===== src/rtl/bcs_pkg.sv =====
package bcs_pkg;
  typedef enum logic [2:0] {
    S_IDLE, S_T1, S_T2, S_TW, S_T3, S_T4, S_HOLD
  } bcs_state_e;

  localparam logic [2:0] CT_FETCH = 3'd0;
  localparam logic [2:0] CT_MRD   = 3'd1;
  localparam logic [2:0] CT_MWR   = 3'd2;
  localparam logic [2:0] CT_IORD  = 3'd3;
  localparam logic [2:0] CT_IOWR  = 3'd4;

  localparam logic [1:0] ST_NONE  = 2'b00;
  localparam logic [1:0] ST_WRITE = 2'b01;
  localparam logic [1:0] ST_READ  = 2'b10;
  localparam logic [1:0] ST_FETCH = 2'b11;

  typedef struct packed {
    logic       fetch;
    logic       rd;
    logic       wr;
    logic       io;
    logic [1:0] stat;
  } bcs_kind_t;
endpackage


===== src/rtl/bcs_decode.sv =====
module bcs_decode
  import bcs_pkg::*;
(
  input  logic [2:0] ctype,
  output logic       valid,
  output bcs_kind_t  kind
);
  always_comb begin
    valid = 1'b1;
    kind  = '0;
    unique case (ctype)
      CT_FETCH: begin kind.fetch = 1'b1; kind.rd = 1'b1; kind.stat = ST_FETCH; end
      CT_MRD:   begin kind.rd = 1'b1; kind.stat = ST_READ; end
      CT_MWR:   begin kind.wr = 1'b1; kind.stat = ST_WRITE; end
      CT_IORD:  begin kind.rd = 1'b1; kind.io = 1'b1; kind.stat = ST_READ; end
      CT_IOWR:  begin kind.wr = 1'b1; kind.io = 1'b1; kind.stat = ST_WRITE; end
      default:  valid = 1'b0;
    endcase
  end
endmodule


===== src/rtl/bcs_ctrl.sv =====
module bcs_ctrl
  import bcs_pkg::*;
#(
  parameter int AW = 16,
  parameter int DW = 8
) (
  input  logic          clk,
  input  logic          rst,
  input  logic          start,
  input  logic          req_valid,
  input  bcs_kind_t     req_kind,
  input  logic [AW-1:0] addr,
  input  logic [DW-1:0] wdata,
  input  logic          ready,
  input  logic          hold_req,
  input  logic [DW-1:0] ad_in,
  output bcs_state_e    state,
  output bcs_kind_t     kind,
  output logic [AW-1:0] addr_q,
  output logic [DW-1:0] wdata_q,
  output logic [DW-1:0] rdata_q,
  output logic          done_q
);
  bcs_state_e state_q, state_d;
  logic       accept;

  assign accept = (state_q == S_IDLE) && !hold_req && start && req_valid;

  always_comb begin
    state_d = state_q;
    unique case (state_q)
      S_IDLE: begin
        if (hold_req)    state_d = S_HOLD;
        else if (accept) state_d = S_T1;
      end
      S_T1:    state_d = S_T2;
      S_T2,
      S_TW:    state_d = ready ? S_T3 : S_TW;
      S_T3:    state_d = kind.fetch ? S_T4 : S_IDLE;
      S_T4:    state_d = S_IDLE;
      S_HOLD:  state_d = hold_req ? S_HOLD : S_IDLE;
      default: state_d = S_IDLE;
    endcase
  end

  always_ff @(posedge clk) begin
    if (rst) begin
      state_q <= S_IDLE;
      kind    <= '0;
      addr_q  <= '0;
      wdata_q <= '0;
      rdata_q <= '0;
      done_q  <= 1'b0;
    end else begin
      state_q <= state_d;
      done_q  <= ((state_q == S_T3) && !kind.fetch) || (state_q == S_T4);
      if (accept) begin
        kind    <= req_kind;
        addr_q  <= addr;
        wdata_q <= wdata;
      end
      if ((state_q == S_T3) && kind.rd)
        rdata_q <= ad_in;
    end
  end

  assign state = state_q;

  AST_HOLD_AT_BOUNDARY: assert property (@(posedge clk) disable iff (rst)
    (state_q != S_IDLE && state_q != S_HOLD) |=> (state_q != S_HOLD));
  AST_DONE_SINGLE: assert property (@(posedge clk) disable iff (rst)
    done_q |=> !done_q);
  AST_T1_FROM_IDLE: assert property (@(posedge clk) disable iff (rst)
    (state_q == S_HOLD) |=> (state_q != S_T1));
endmodule


===== src/rtl/bcs_drive.sv =====
module bcs_drive
  import bcs_pkg::*;
#(
  parameter int AW = 16,
  parameter int DW = 8
) (
  input  logic            clk,
  input  logic            rst,
  input  bcs_state_e      state,
  input  bcs_kind_t       kind,
  input  logic [AW-1:0]   addr_q,
  input  logic [DW-1:0]   wdata_q,
  output logic [AW-DW-1:0] a_hi,
  output logic            a_hi_oe,
  output logic [DW-1:0]   ad_out,
  output logic            ad_oe,
  output logic            ale,
  output logic            rd_n,
  output logic            wr_n,
  output logic            io_m,
  output logic [1:0]      stat
);
  localparam int HIW = AW - DW;

  logic in_cycle, data_phase;

  assign in_cycle   = (state == S_T1) || (state == S_T2) || (state == S_TW) ||
                      (state == S_T3) || (state == S_T4);
  assign data_phase = (state == S_T2) || (state == S_TW) || (state == S_T3);

  always_comb begin
    a_hi    = kind.io ? HIW'(addr_q[DW-1:0]) : addr_q[AW-1:DW];
    a_hi_oe = (state != S_HOLD);
    ad_out  = (state == S_T1) ? addr_q[DW-1:0] : wdata_q;
    ad_oe   = (state == S_T1) || (kind.wr && data_phase);
    ale     = (state == S_T1);
    rd_n    = !(kind.rd && data_phase);
    wr_n    = !(kind.wr && data_phase);
    io_m    = in_cycle && kind.io;
    stat    = in_cycle ? kind.stat : ST_NONE;
  end

  AST_WAIT_REPEATS_T2: assert property (@(posedge clk) disable iff (rst)
    (state == S_TW) |-> ($stable(rd_n) && $stable(wr_n) && $stable(ad_oe) &&
                         $stable(ad_out) && $stable(stat)));
endmodule


===== src/rtl/bus_cycle_seq.sv =====
module bus_cycle_seq
  import bcs_pkg::*;
#(
  parameter int AW = 16,
  parameter int DW = 8
) (
  input  logic             clk,
  input  logic             rst,
  input  logic             start_i,
  input  logic [2:0]       ctype_i,
  input  logic [AW-1:0]    addr_i,
  input  logic [DW-1:0]    wdata_i,
  input  logic             ready_i,
  input  logic             hold_req_i,
  input  logic [DW-1:0]    ad_i,
  output logic [AW-DW-1:0] a_hi_o,
  output logic             a_hi_oe_o,
  output logic [DW-1:0]    ad_o,
  output logic             ad_oe_o,
  output logic             ale_o,
  output logic             rd_n_o,
  output logic             wr_n_o,
  output logic             io_m_o,
  output logic [1:0]       stat_o,
  output logic             hlda_o,
  output logic [DW-1:0]    rdata_o,
  output logic             done_o
);
  logic          req_valid;
  bcs_kind_t     req_kind, kind;
  bcs_state_e    state;
  logic [AW-1:0] addr_q;
  logic [DW-1:0] wdata_q;

  bcs_decode u_dec (
    .ctype (ctype_i),
    .valid (req_valid),
    .kind  (req_kind)
  );

  bcs_ctrl #(.AW(AW), .DW(DW)) u_ctrl (
    .clk       (clk),
    .rst       (rst),
    .start     (start_i),
    .req_valid (req_valid),
    .req_kind  (req_kind),
    .addr      (addr_i),
    .wdata     (wdata_i),
    .ready     (ready_i),
    .hold_req  (hold_req_i),
    .ad_in     (ad_i),
    .state     (state),
    .kind      (kind),
    .addr_q    (addr_q),
    .wdata_q   (wdata_q),
    .rdata_q   (rdata_o),
    .done_q    (done_o)
  );

  bcs_drive #(.AW(AW), .DW(DW)) u_drv (
    .clk     (clk),
    .rst     (rst),
    .state   (state),
    .kind    (kind),
    .addr_q  (addr_q),
    .wdata_q (wdata_q),
    .a_hi    (a_hi_o),
    .a_hi_oe (a_hi_oe_o),
    .ad_out  (ad_o),
    .ad_oe   (ad_oe_o),
    .ale     (ale_o),
    .rd_n    (rd_n_o),
    .wr_n    (wr_n_o),
    .io_m    (io_m_o),
    .stat    (stat_o)
  );

  assign hlda_o = (state == S_HOLD);

  AST_ALE_SINGLE: assert property (@(posedge clk) disable iff (rst)
    ale_o |=> !ale_o);
  AST_STROBES_EXCLUSIVE: assert property (@(posedge clk) disable iff (rst)
    (rd_n_o || wr_n_o));
  AST_HOLD_FLOATS: assert property (@(posedge clk) disable iff (rst)
    hlda_o |-> (!ad_oe_o && !a_hi_oe_o && rd_n_o && wr_n_o));
  AST_DONE_AFTER_STROBE: assert property (@(posedge clk) disable iff (rst)
    done_o |-> (rd_n_o && wr_n_o && !ale_o));
endmodule


===== config.mk =====
export PLATFORM = sky130hd
export DESIGN_NAME = bus_cycle_seq
export DESIGN_NICKNAME = d
export VERILOG_FILES = /design/src/rtl/bcs_pkg.sv /design/src/rtl/bcs_decode.sv /design/src/rtl/bcs_ctrl.sv /design/src/rtl/bcs_drive.sv /design/src/rtl/bus_cycle_seq.sv
export SDC_FILE = /design/constraint.sdc
export NUM_CORES = 1
export LEC_CHECK = 0
export ABC_AREA = 1
export BUFFER_PORTS_ARGS = -buffer_cell sky130_fd_sc_hd__buf_4
export CORE_MARGIN = 2
export CORE_UTILIZATION = 30
export CTS_CLUSTER_SIZE = 10
export DETAILED_ROUTE_END_ITERATION = 6
export SLEW_MARGIN = 20
export SYNTH_ARGS = -nofsm -noshare
export SYNTH_HDL_FRONTEND = slang
export SYNTH_SLANG_ARGS = --single-unit

===== constraint.sdc =====
create_clock -name clk -period 1.9 [get_ports clk]
set_clock_uncertainty 0.2 [all_clocks]
set_input_delay 0 -clock clk [delete_from_list [all_inputs] [get_ports clk]]
set_output_delay 0 -clock clk [all_outputs]
set_load 0.005 [all_outputs]

* Yosys cells after proc, flatten, opt, wreduce, memory -nomap -nowiden
Index checks and enable logic that the tools add are counted.
** Cells by class
- Equal/unequal tests :: 12
- Multiplexer cells :: 15
- Reductions and logical operators :: 28
** Operators by type and width (number)
- $mux 8 :: 2
- $mux 3 :: 5
- $pmux 3 s5 :: 1
- $eq 3x2->1 const B :: 4
- $eq 3x3->1 const B :: 4
- $logic_and 1x1->1 :: 8
- $logic_or 1x1->1 :: 8
- $reduce_or 2->1 :: 4
- $eq 3x1->1 const B :: 2
- $logic_not 3->1 :: 2
- $pmux 2 s3 :: 1
- $mux 1 :: 5
- $reduce_or 5->1 :: 1
- $logic_not 1->1 :: 4
- $ne 3x2->1 const B :: 1
- $ne 3x3->1 const B :: 1
- $reduce_or 3->1 :: 1
- $mux 2 :: 1
** Storage, ports and cells
- Bits in registers :: 42
- Output and inout port bits :: 34
- Word-level logic and storage cells :: 65

* Depth between registers and ports, before layout
Gate-level depths: netlist (run 1).
- Depth after elaboration :: 7
- Gate-level depth with buffers :: 7

* Cells and area by module
From an unflattened synthesis (run 1), not the netlist that was laid out.
** Second synthesis, totals
- Cell total of the unflattened synthesis :: 362
- Area, all modules :: 2208.4 µm²
** Modules (own cells, without submodules)
- bcs_ctrl :: times used 1, cells an instance 280, area each 1844.3 µm², seq. area each 840.8 µm²
- bcs_drive :: times used 1, cells an instance 66, area each 292.8 µm², seq. area each 0.0 µm²
- bcs_decode :: times used 1, cells an instance 14, area each 61.3 µm², seq. area each 0.0 µm²
- bus_cycle_seq :: times used 1, cells an instance 2, area each 10.0 µm², seq. area each 0.0 µm²

* Worst setup path before layout (run 1)
OpenSTA, ideal clock, no wires.
- Path type :: register to register
- Start point :: reg u_ctrl.state_q[0], in the netlist u_ctrl.state[0]
- End point :: reg u_ctrl.addr_q[14]
- Library setup time :: 113 ps
- Arrival :: 1071 ps
- Slack :: 516 ps
- Stages on the path, launching flop included :: 8
- Period minus slack after synthesis :: 1384 ps
- Path through :: dfxtp_1 nor2_4 nand3_4 nor2_4 buf_6 nand2_1 nand2_1 nor2_1
** Between the ends
- Word-level cells in the longest chain between the ends :: 4
** RTL lines
- start: declaration :: RTL line bcs_ctrl.sv:24 : bcs_state_e state_q, state_d;
- start signal: assignment :: RTL line bcs_ctrl.sv:55 : state_q <= state_d;
- $logic_not 3->1 :: RTL line bcs_ctrl.sv:27 : assign accept = (state_q == S_IDLE) && !hold_req && start && req_valid;
- $logic_and 1x1->1 (3 in series) :: RTL line bcs_ctrl.sv:27
- end signal: assignment :: RTL line bcs_ctrl.sv:59 : addr_q <= addr;
- end: declaration :: RTL line bcs_ctrl.sv:19 : output logic [AW-1:0] addr_q,
Every way passes these cells.
A chain may end at the register's enable or synchronous reset.

* Worst setup path after layout (run 1)
- Start point :: in ctype_i[0]
- End point :: reg u_ctrl.state_q[0], in the netlist u_ctrl.state[0]
** Between the ends
- Word-level cells in the longest chain between the ends :: 5
- Elaborated cells between the ends (all ways) :: 9
- Those cells by class :: eq/ne: 5; mux: 1; reduce/logical: 3
** RTL lines
- start: declaration :: RTL line bus_cycle_seq.sv:10 : input logic [2:0] ctype_i,
- $eq 3x1->1, or another cell as far along :: RTL line bcs_decode.sv:11 : unique case (ctype)
- $reduce_or 5->1 (no source line) *
- $mux 1 * :: RTL line bcs_decode.sv:11
- $logic_and 1x1->1 * :: RTL line bcs_ctrl.sv:27
- $ne 3x2->1 (no source line) *
Mark *: on every way between the ends. The rest lies on a longest branch, timed or not.

==> results of run 1 <==
power by group through the flow:
| stage | Sequential (mW) | Clock (mW) | Combinational (mW) |
|---|---|---|---|
| 5_1_grt | 1.01 | 0.654 | 0.643 |
| 3_5_place_dp | 1.01 | 0 | 0.486 |
| 6_report | 0.997 | 0.611 | 0.568 |
| 2_1_floorplan | 1.00 | 0 | 0.298 |
| 3_3_place_gp | 1.01 | 0 | 0.480 |
| 4_1_cts | 0.994 | 0.625 | 0.562 |
cell families after synthesis:
| logic type | after synthesis | share of synthesized area, % |
|---|---|---|
| AO/OA/AOI/OAI | 30 | 7.783 |
| buffers and inverters | 64 | 13.90 |
| flip-flops | 42 | 41.51 |
| AND/OR/NAND/NOR | 188 | 36.81 |
Yosys cell counts:
library cell  count  area (sq um)
nor2_4            2         22.52
inv_2             1         3.750
o21a_1            1         7.510
inv_1            50         187.7
clkbuf_1          3         11.26
buf_2             3         15.01
nand3_1           4         20.02
nor3_1            3         15.01
a211oi_1          1         7.510
nor2_1           67         251.5
o211ai_1          1         7.510
buf_1             1         3.750
clkinv_1          1         3.750
a21oi_1          11         55.05
dfxtp_1          42         840.8
o21ai_0          16         80.08
nand3_4           1         17.52
nand2_1         110         412.9
buf_6             5         56.30
nand4_1           1         6.260
cell usage in the layout, fill, tap and decap left out, types with 2 or more instances in the layout:
master / n
clkbuf_8: 6
nor2_1: 67
inv_1: 49
a21oi_1: 11
inv_2: 2
nand3_1: 2
nor3_1: 2
nand3_4: 2
dlygate4sd3_1: 43
nor2_4: 2
o21ai_0: 16
buf_4: 74
nand2_1: 110
dfxtp_1: 42
per-layer routing:
metal,GRT usage [%],up-vias
met5,0,-
met4,7.670,0
met3,2.571,20
met2,25.09,56
met1,19.43,949
li1,-,1180
final timing paths:
kind,startpoint,endpoint,slack (ps),depth (start not counted)
setup reg to reg,u_ctrl.state[0],u_ctrl.state[2],100,6
hold reg to reg,u_ctrl.rdata_q[5],u_ctrl.rdata_q[5],250,2
hold / removal,u_ctrl.rdata_q[5],u_ctrl.rdata_q[5],250,2
setup / recovery,ctype_i[0],u_ctrl.state[0],90,8
worst max-delay path, stage by stage:
cell           delay (ps)
dlygate4sd3_1         550
buf_4                 150
nor2_1                130
nor2_1                 50
nor2_1                140
dlygate4sd3_1         590
nor2_1                 50
nor3_2                180
registers in the layout (all words and copies together), names as in the netlist:
| name | flops |
|---|---|
| u_ctrl.addr_q | 16 |
| u_ctrl.done_q | 1 |
| u_ctrl.kind | 6 |
| u_ctrl.rdata_q | 8 |
| u_ctrl.state | 3 |
| u_ctrl.wdata_q | 8 |
final cells by class:
class / count / area (sq um)
fill: 645 / 3263
timing repair buffer: 118 / 1006
multi-input combinational: 218 / 925.9
sequential: 42 / 840.8
inverter: 52 / 195.2
tap: 77 / 96.34
clock buffer: 6 / 82.58
clock inverter: 2 / 12.51
what timing repair did:
action,4_1_cts,5_1_grt
hold buffers,43,0
hold endpoints to repair,42,0
gates resized for setup,1,4
endpoints found under the setup margin,9,9
stage by stage:
stage	hold slack [ps]	utilization (%)	cell area [sq um]	cells	setup slack [ps]
finish	253.0	49.19	3159	515	86.34
global route	268.9	49.19	3159	515	6.937
CTS	254.6	48.92	3142	515	62.98
floorplan	-8.334	-	2026	324	516.1
detailed placement	43.85	40.66	2611	464	175.3
global placement	40.54	40.66	2611	464	177.6
==> reports/qor.yml, run 1 <==
status: "finished, final reports clean"
arrival_ps: 1830
worstSetupEndpointType: "flop"
dpl.hpwl_microns: 3835
p_int_mw: 1.523
core_area_sq_um: 6422
final_antenna_net_count: 0
rsz0062_at_grt: "false"
drc: 0
vias_per_cell: 4.282
synth_area_sq_um: 2026
dr_wl_met3_microns: 215
pwr-share-seq_pct: 45.8
ys_warn_count: 0
wirelength_met1_microns: 2602
max-slew-margin-rel_pct: 73.40
drv_slew: 0
fmax_ghz: 0.5514
critical_path_class: "input pin to flop"
worstPathRequired_ps: 1920
ioPinCount: 74
irDropWorstVdd_v: 0.0003089
clk_path_buf_depth: 2
start_util_pct: 31.54
wl_microns: 5649
cts_setup_buffers: 0
row_count: 29
numCtsBuffers: 5
ys_seq_elements: 42
swShare_pct: 30.00
cts_root_buf: "clkbuf_8"
dieArea_sq_um: 7425
grt_pass1_wl_microns: 9080
first_pass_iters: 4
place.gp.congestion: 0.8340
drt-initial-drc-count: 87
grt_pass1_vias: 2065
top_layer_used: "met4"
hold_violations: 0
crit_fanout: 4
hp-class: "flop to flop"
vias: 2205
grt_max_degree: 52
wl_met2_microns: 2621
min_period_over_period_pct: 95.46
route.detailed.wl_per_inst_microns: 10.97
p_total_mw: 2.175
synth_fp_nets: 364
pwr-share-comb_pct: 26.1
grt_overflow: 0
insertedDiodeCount: 0
fp.dieH_microns: 86.17
worst_slew_pin_slew_ps: 396.0
critPathLaunchType: "input pin"
nets: 477
setup_viol: 0
syn_avg_cell_area_sq_um: 6.252
io_buffers: 73
antenna_found_initial: 0
drive_gt1_share_pct: 20.78
cts_tree: "built"
p_per_area_nw_per_um2: 688.4
p_leak_nw: 1.567
setup_tns_ps: 0
die_w_microns: 86.17
layout_min_cycle_time_ps: 1814
grt_usage_pct: 15.30
clkSinkCount: 42
drv_cap: 0
clkPwrFrac_pct: 28.1
ys_seq_area_share_pct: 41.51
clk_pin_slew_worst_paths_ps: 90
ctsHtreeMaxLevel: 2
yosysUniqueCellTypes: 20
worstSkewPairLatency_ps: 300
p_sw_mw: 0.6524
area_growth_pct: 55.96
postSynthCellCount: 324
(Power assumes the default switching activity.)
==> inputs of run 2 (changes only) <==
--- a/config.mk
+++ b/config.mk
@@ -14,4 +14,5 @@
 export SLEW_MARGIN = 20
 export SYNTH_ARGS = -nofsm -noshare
 export SYNTH_HDL_FRONTEND = slang
+export SYNTH_HIERARCHICAL = 1
 export SYNTH_SLANG_ARGS = --single-unit
==> run 2 against run 1 <==
Clock-buffer cell count stayed put. Sequential share of layout area down 1.5 points. Via count is 7.6% higher. Synthesized area increased by 9.0%. Sequential power barely moved. Maximum frequency up 2.7%. Largest cell class is now multi-input combinational cells.
==> reports/qor.yml, run 2 <==
setup_viol: 0
drc: 0
path_delay_family: "buffers and inverters"
critPathLaunchType: "flop"
crit_path_top_delay_cell: "dlygate4sd3_1"
ys_seq_elements: 42
hp-class: "input pin to flop"
synth_commonest_cells: "nand2_1 (119), nor2_1 (89), inv_1 (56), dfxtp_1 (42)"
drt-initial-drc-count: 102
ys_warn_count: 6
synth.most_common_cell: "nand2_1"
wl_microns: 5899
ctsHtreeMaxLevel: 2
row_count: 31
p_leak_nw: 1.793
layout_setup_ws_ps: 133.5
hold_violations: 0
grt_usage_pct: 15.14
vias: 2372
clk_path_buf_depth: 2
setup_tns_ps: 0
vias_per_cell: 4.125
nets: 515
start_util_pct: 30.78
clkSinkCount: 42
final_common_cell: "nand2_1"
fin_util_pct: 46.73
synth_area_sq_um: 2208
antenna_found_initial: 0
ioPinCount: 74
synth_edf_count: 0
cpPeakStageDelay_ps: 550
first_pass_iters: 4
synth_ff_type: "dfxtp_1"
worst_slew_pin_slew_ps: 383.6
dieArea_sq_um: 8063
synth_area_leaders: "dfxtp_1 (38%), nand2_1 (20%), nor2_1 (15%), inv_1 (9.5%), nand4_1 (2.3%)"
irDropWorstVdd_v: 0.0004283
grt_pass1_wl_microns: 10120
synth_largest_area_cell: "dfxtp_1"
p_total_mw: 2.259
yosysTopAreaCellShare_pct: 38.07
path_cells: "buf_6 -> inv_1 -> nand2_1 -> nand3_1 -> a21oi_1 -> dlygate4sd3_1"
async_flop_share_pct: 0
io_buffers: 73
mostFrequentLayoutCells: "nand2_1 (119), nor2_1 (89), buf_4 (76), inv_1 (56), dlygate4sd3_1 (42)"
critical_path_class: "flop to flop"
grt_overflow: 0
layout_min_cycle_time_ps: 1766
max-slew-margin-rel_pct: 74.34
cts_tree: "built"
yosysUniqueCellTypes: 21
cts_setup_buffers: 0
status: "finished, final reports clean"
path_buf_inv: 3
insertedDiodeCount: 0
die_w_microns: 89.80
grt_pass1_vias: 2153
grt_max_degree: 39
drv_cap: 0
worstSetupEndpointType: "flop"
worstPathRequired_ps: 1940
p_per_area_nw_per_um2: 673.8
worstSkewPairLatency_ps: 290
drive_gt1_share_pct: 21.43
synth_fp_nets: 402
place.gp.congestion: 0.7829
dp_worst_setup_slack_ps: 247.9
fp.dieH_microns: 89.80
drv_slew: 0
postSynthCellCount: 362
dpl.hpwl_microns: 4094
arrival_ps: 1800
area_growth_pct: 51.84
final_antenna_net_count: 0
clk_pin_slew_worst_paths_ps: 80
cts_root_buf: "clkbuf_8"
syn_avg_cell_area_sq_um: 6.100
numCtsBuffers: 5
reg.largest.list: "u_ctrl/addr_q (16), u_ctrl/rdata_q (8), u_ctrl/wdata_q (8)"
core_area_sq_um: 7176
regMostFlops: "u_ctrl/addr_q"
fmax_ghz: 0.5661
nFillCells: 740
largest_reg_flops: 16
rsz0062_at_grt: "false"
route.detailed.wl_per_inst_microns: 10.26
min_period_over_period_pct: 92.97
crit_fanout: 14
ys_seq_area_share_pct: 38.07
## run 2: metal layers
layer,up-vias,GRT usage (%),share of wire [%]
met3,6,2.598,3.6
met5,-,0,0
li1,1288,-,-
met4,0,4.615,1.2
met2,44,25.38,48
met1,1034,20.00,47
## run 2: final timing paths
check | slack (ps) | end | start | cells past startpoint
min reg2reg | 280 | u_ctrl/rdata_q[4] | u_ctrl/rdata_q[4] | 2
max reg2reg | 130 | u_ctrl/state[1] | u_ctrl/state[2] | 6
max | 130 | u_ctrl/state[1] | u_ctrl/state[2] | 6
min | 270 | u_ctrl/state[2] | rst | 3
## run 2: power by group
group          switching [mW]  internal, mW
clock                   0.315         0.260
sequential             0.0589         0.954
combinational           0.352         0.320
total                   0.726          1.53
## run 2: logic make-up (layout without fill, tap and decap cells)
group / after synthesis / in the layout / share of synthesized area [%]
flip-flops: 42 / 42 / 38.07
AO/OA/AOI/OAI: 14 / 14 / 3.852
AND/OR/NAND/NOR: 234 / 234 / 43.40
buffers and inverters: 72 / 186 / 14.67
## run 2: worst min-delay path: cells and delay by family
kind,cells,cell delay (ps)
simple gates,1,50
buf+inv,2,680
## run 2: stage by stage
step	area (sq um)	std cells	hold WS, ps
floorplan	2208	362	-130.9
global placement	2840	525	10.92
detailed placement	2840	525	9.041
CTS	3347	575	251.7
global route	3353	575	271.1
finish	3353	575	266.2
## run 2: area by class of cell
| class | instances | area, sq um | area share, % |
|---|---|---|---|
| clock buffer | 6 | 72.57 | 2.164 |
| clock inverter | 2 | 13.76 | 0.4104 |
| inverter | 57 | 214.0 | 6.381 |
| multi-input combinational | 248 | 1044 | 31.12 |
| sequential | 42 | 843.3 | 25.15 |
| tap | 99 | 123.9 | 3.694 |
| timing repair buffer | 121 | 1042 | 31.08 |
## run 2: what timing repair did
action	CTS	global route
hold buffers	42	0
setup endpoints to repair	0	3
hold endpoints to repair	42	0
resized for setup	0	3
==> inputs of run 3 (changes only) <==
--- a/config.mk
+++ b/config.mk
@@ -8,9 +8,10 @@
 export ABC_AREA = 1
 export BUFFER_PORTS_ARGS = -buffer_cell sky130_fd_sc_hd__buf_4
 export CORE_MARGIN = 2
-export CORE_UTILIZATION = 30
+export CORE_UTILIZATION = 50
 export CTS_CLUSTER_SIZE = 10
 export DETAILED_ROUTE_END_ITERATION = 6
+export PLACE_DENSITY = 0.79
 export SLEW_MARGIN = 20
 export SYNTH_ARGS = -nofsm -noshare
 export SYNTH_HDL_FRONTEND = slang
==> run 3 against run 2 <==
Non-clock buffer count unchanged. Cell count down 8.2%. Clock-buffer cell count down 1. Register-to-register slack worse by 30 ps. Core utilization up 30 points. Sequential share of layout area up 0.39 points. Worst setup slack worse by 28 ps. Total power up 5.8%. Wire length down 4.9%. Critical path depth down 1. Critical path type unchanged. Critical endpoint is now u_ctrl/state[0]. Largest cell class unchanged. Highest routed layer unchanged.
==> reports/qor.yml, run 3 (synthesis gave the netlist of run 2 again) <==
worstSetupEndpointType: "flop"
drc: 0
p_total_mw: 2.390
area_growth_pct: 49.29
drv_cap: 0
wl_microns: 5608
nFillCells: 332
antenna_found_initial: 0
drive_gt1_share_pct: 21.64
nets: 515
worstPathRequired_ps: 1900
clkSinkCount: 42
worst_slew_pin_slew_ps: 365.6
grt_pass1_vias: 2163
numCtsBuffers: 5
io_buffers: 73
route.detailed.wl_per_inst_microns: 10.62
grt_usage_pct: 23.52
crit_path_top_delay_cell: "dlygate4sd3_1"
vias_per_cell: 4.547
dpl.hpwl_microns: 3485
clk_path_buf_depth: 2
top_layer_used: "met4"
max-slew-margin-rel_pct: 75.55
hp-class: "input pin to flop"
path_cells: "buf_4 -> a21oi_1 -> o21ai_0 -> dlygate4sd3_1 -> nor2_1"
min_period_over_period_pct: 94.43
regMostFlops: "u_ctrl/addr_q"
mostFrequentLayoutCells: "nand2_1 (119), nor2_1 (89), buf_4 (79), inv_1 (56)"
largest_reg_flops: 16
ctsHtreeMaxLevel: 2
clk_pin_slew_worst_paths_ps: 80
critical_path_class: "flop to flop"
arrival_ps: 1790
first_pass_iters: 4
worstSkewPairLatency_ps: 290
vias: 2401
crit_fanout: 12
multi_input_area_sq_um: 1044
insertedDiodeCount: 0
p_leak_nw: 1.797
wl_met2_microns: 2727
path_buf_inv: 2
fmax_ghz: 0.5574
path_delay_family: "buffers and inverters"
critPathLaunchType: "flop"
rsz0062_at_grt: "false"
final_antenna_net_count: 0
dieArea_sq_um: 4965
place.gp.congestion: 0.8352
layout_min_cycle_time_ps: 1794
die_w_microns: 70.46
irDropWorstVdd_v: 0.0005145
start_util_pct: 51.43
dr_wl_met3_microns: 415
hp-start: "start_i"
r2r-start: "u_ctrl/state[2]"
cts_tree: "built"
grt_max_degree: 46
row_count: 24
cpPeakStageDelay_ps: 570
grt_overflow: 0
core_area_sq_um: 4294
fp.dieH_microns: 70.46
drv_slew: 0
startpoint: "u_ctrl/state[2]"
ioPinCount: 74
wirelength_met1_microns: 2401
hold_violations: 0
drt-initial-drc-count: 213
status: "finished, final reports clean"
final_common_cell: "nand2_1"
regArea_sq_um: 842.1
reg.largest.list: "u_ctrl/addr_q (16), u_ctrl/rdata_q (8), u_ctrl/wdata_q (8)"
p_per_area_nw_per_um2: 724.8
grt_pass1_wl_microns: 9349
setup_viol: 0
cts_root_buf: "clkbuf_8"
setup_tns_ps: 0
r2r_slack_ps: 110
run 3: cell types whose count changed in the layout (fill, tap and decap cells not counted), sizes merged:
cell,delta
buf,+1
bufinv,+1
clkbuf,-1
dlygate4sd3,-1
run 3: routing by layer:
metal,vias to the layer above,GRT usage [%]
li1,1285,-
met1,1026,29.87
met2,82,39.94
met3,8,5.339
met4,0,6.410
met5,-,0
run 3: power by group:
group / leakage (nW) / switching [mW] / total, mW / internal [mW]
logic: 1.40 / 0.351 / 0.671 / 0.320
clock network: 0.0579 / 0.319 / 0.706 / 0.387
registers: 0.342 / 0.0593 / 1.01 / 0.953
run 3: repair_timing:
action	CTS	global route
endpoints found under the hold margin	42	0
setup buffers	0	1
resized for setup	0	1
endpoints found under the setup margin	0	4
hold buffers	41	0
run 3: cell type report:
type / count / area share (%)
Clock inverter: 3 / 1.214
Timing Repair Buffer: 121 / 31.04
Sequential cell: 42 / 25.54
Multi-Input combinational cell: 248 / 31.65
Tap cell: 52 / 1.973
Clock buffer: 5 / 2.087
Inverter: 57 / 6.490
run 3: worst paths after layout:
check                                    endpoint  cells past startpoint
worst max-delay path              u_ctrl/state[0]                      5
worst min-delay path            u_ctrl/wdata_q[2]                      7
worst max register to register    u_ctrl/state[0]                      5
worst min register to register  u_ctrl/rdata_q[5]                      2
run 3: worst min-delay path, stage by stage:
cell and delay (ps):
buf_4 110, nand2_1 50, inv_1 70, nand3_4 80, buf_4 190, nor2_1 60
nor2_1 80
run 3: stage by stage:
| step | std cells | area (sq um) | hold WS, ps | worst slack [ps] | util [%] |
|---|---|---|---|---|---|
| 2_1_floorplan | 362 | 2208 | -130.9 | 591.6 | - |
| 3_3_place_gp | 478 | 2769 | 6.432 | 454.4 | 64.48 |
| 3_5_place_dp | 478 | 2769 | 3.413 | 410.0 | 64.48 |
| 4_1_cts | 527 | 3288 | 168.0 | 51.26 | 76.57 |
| 5_1_grt | 528 | 3297 | 193.6 | 5.985 | 76.78 |
| 6_report | 528 | 3297 | 175.3 | 105.9 | 76.78 |
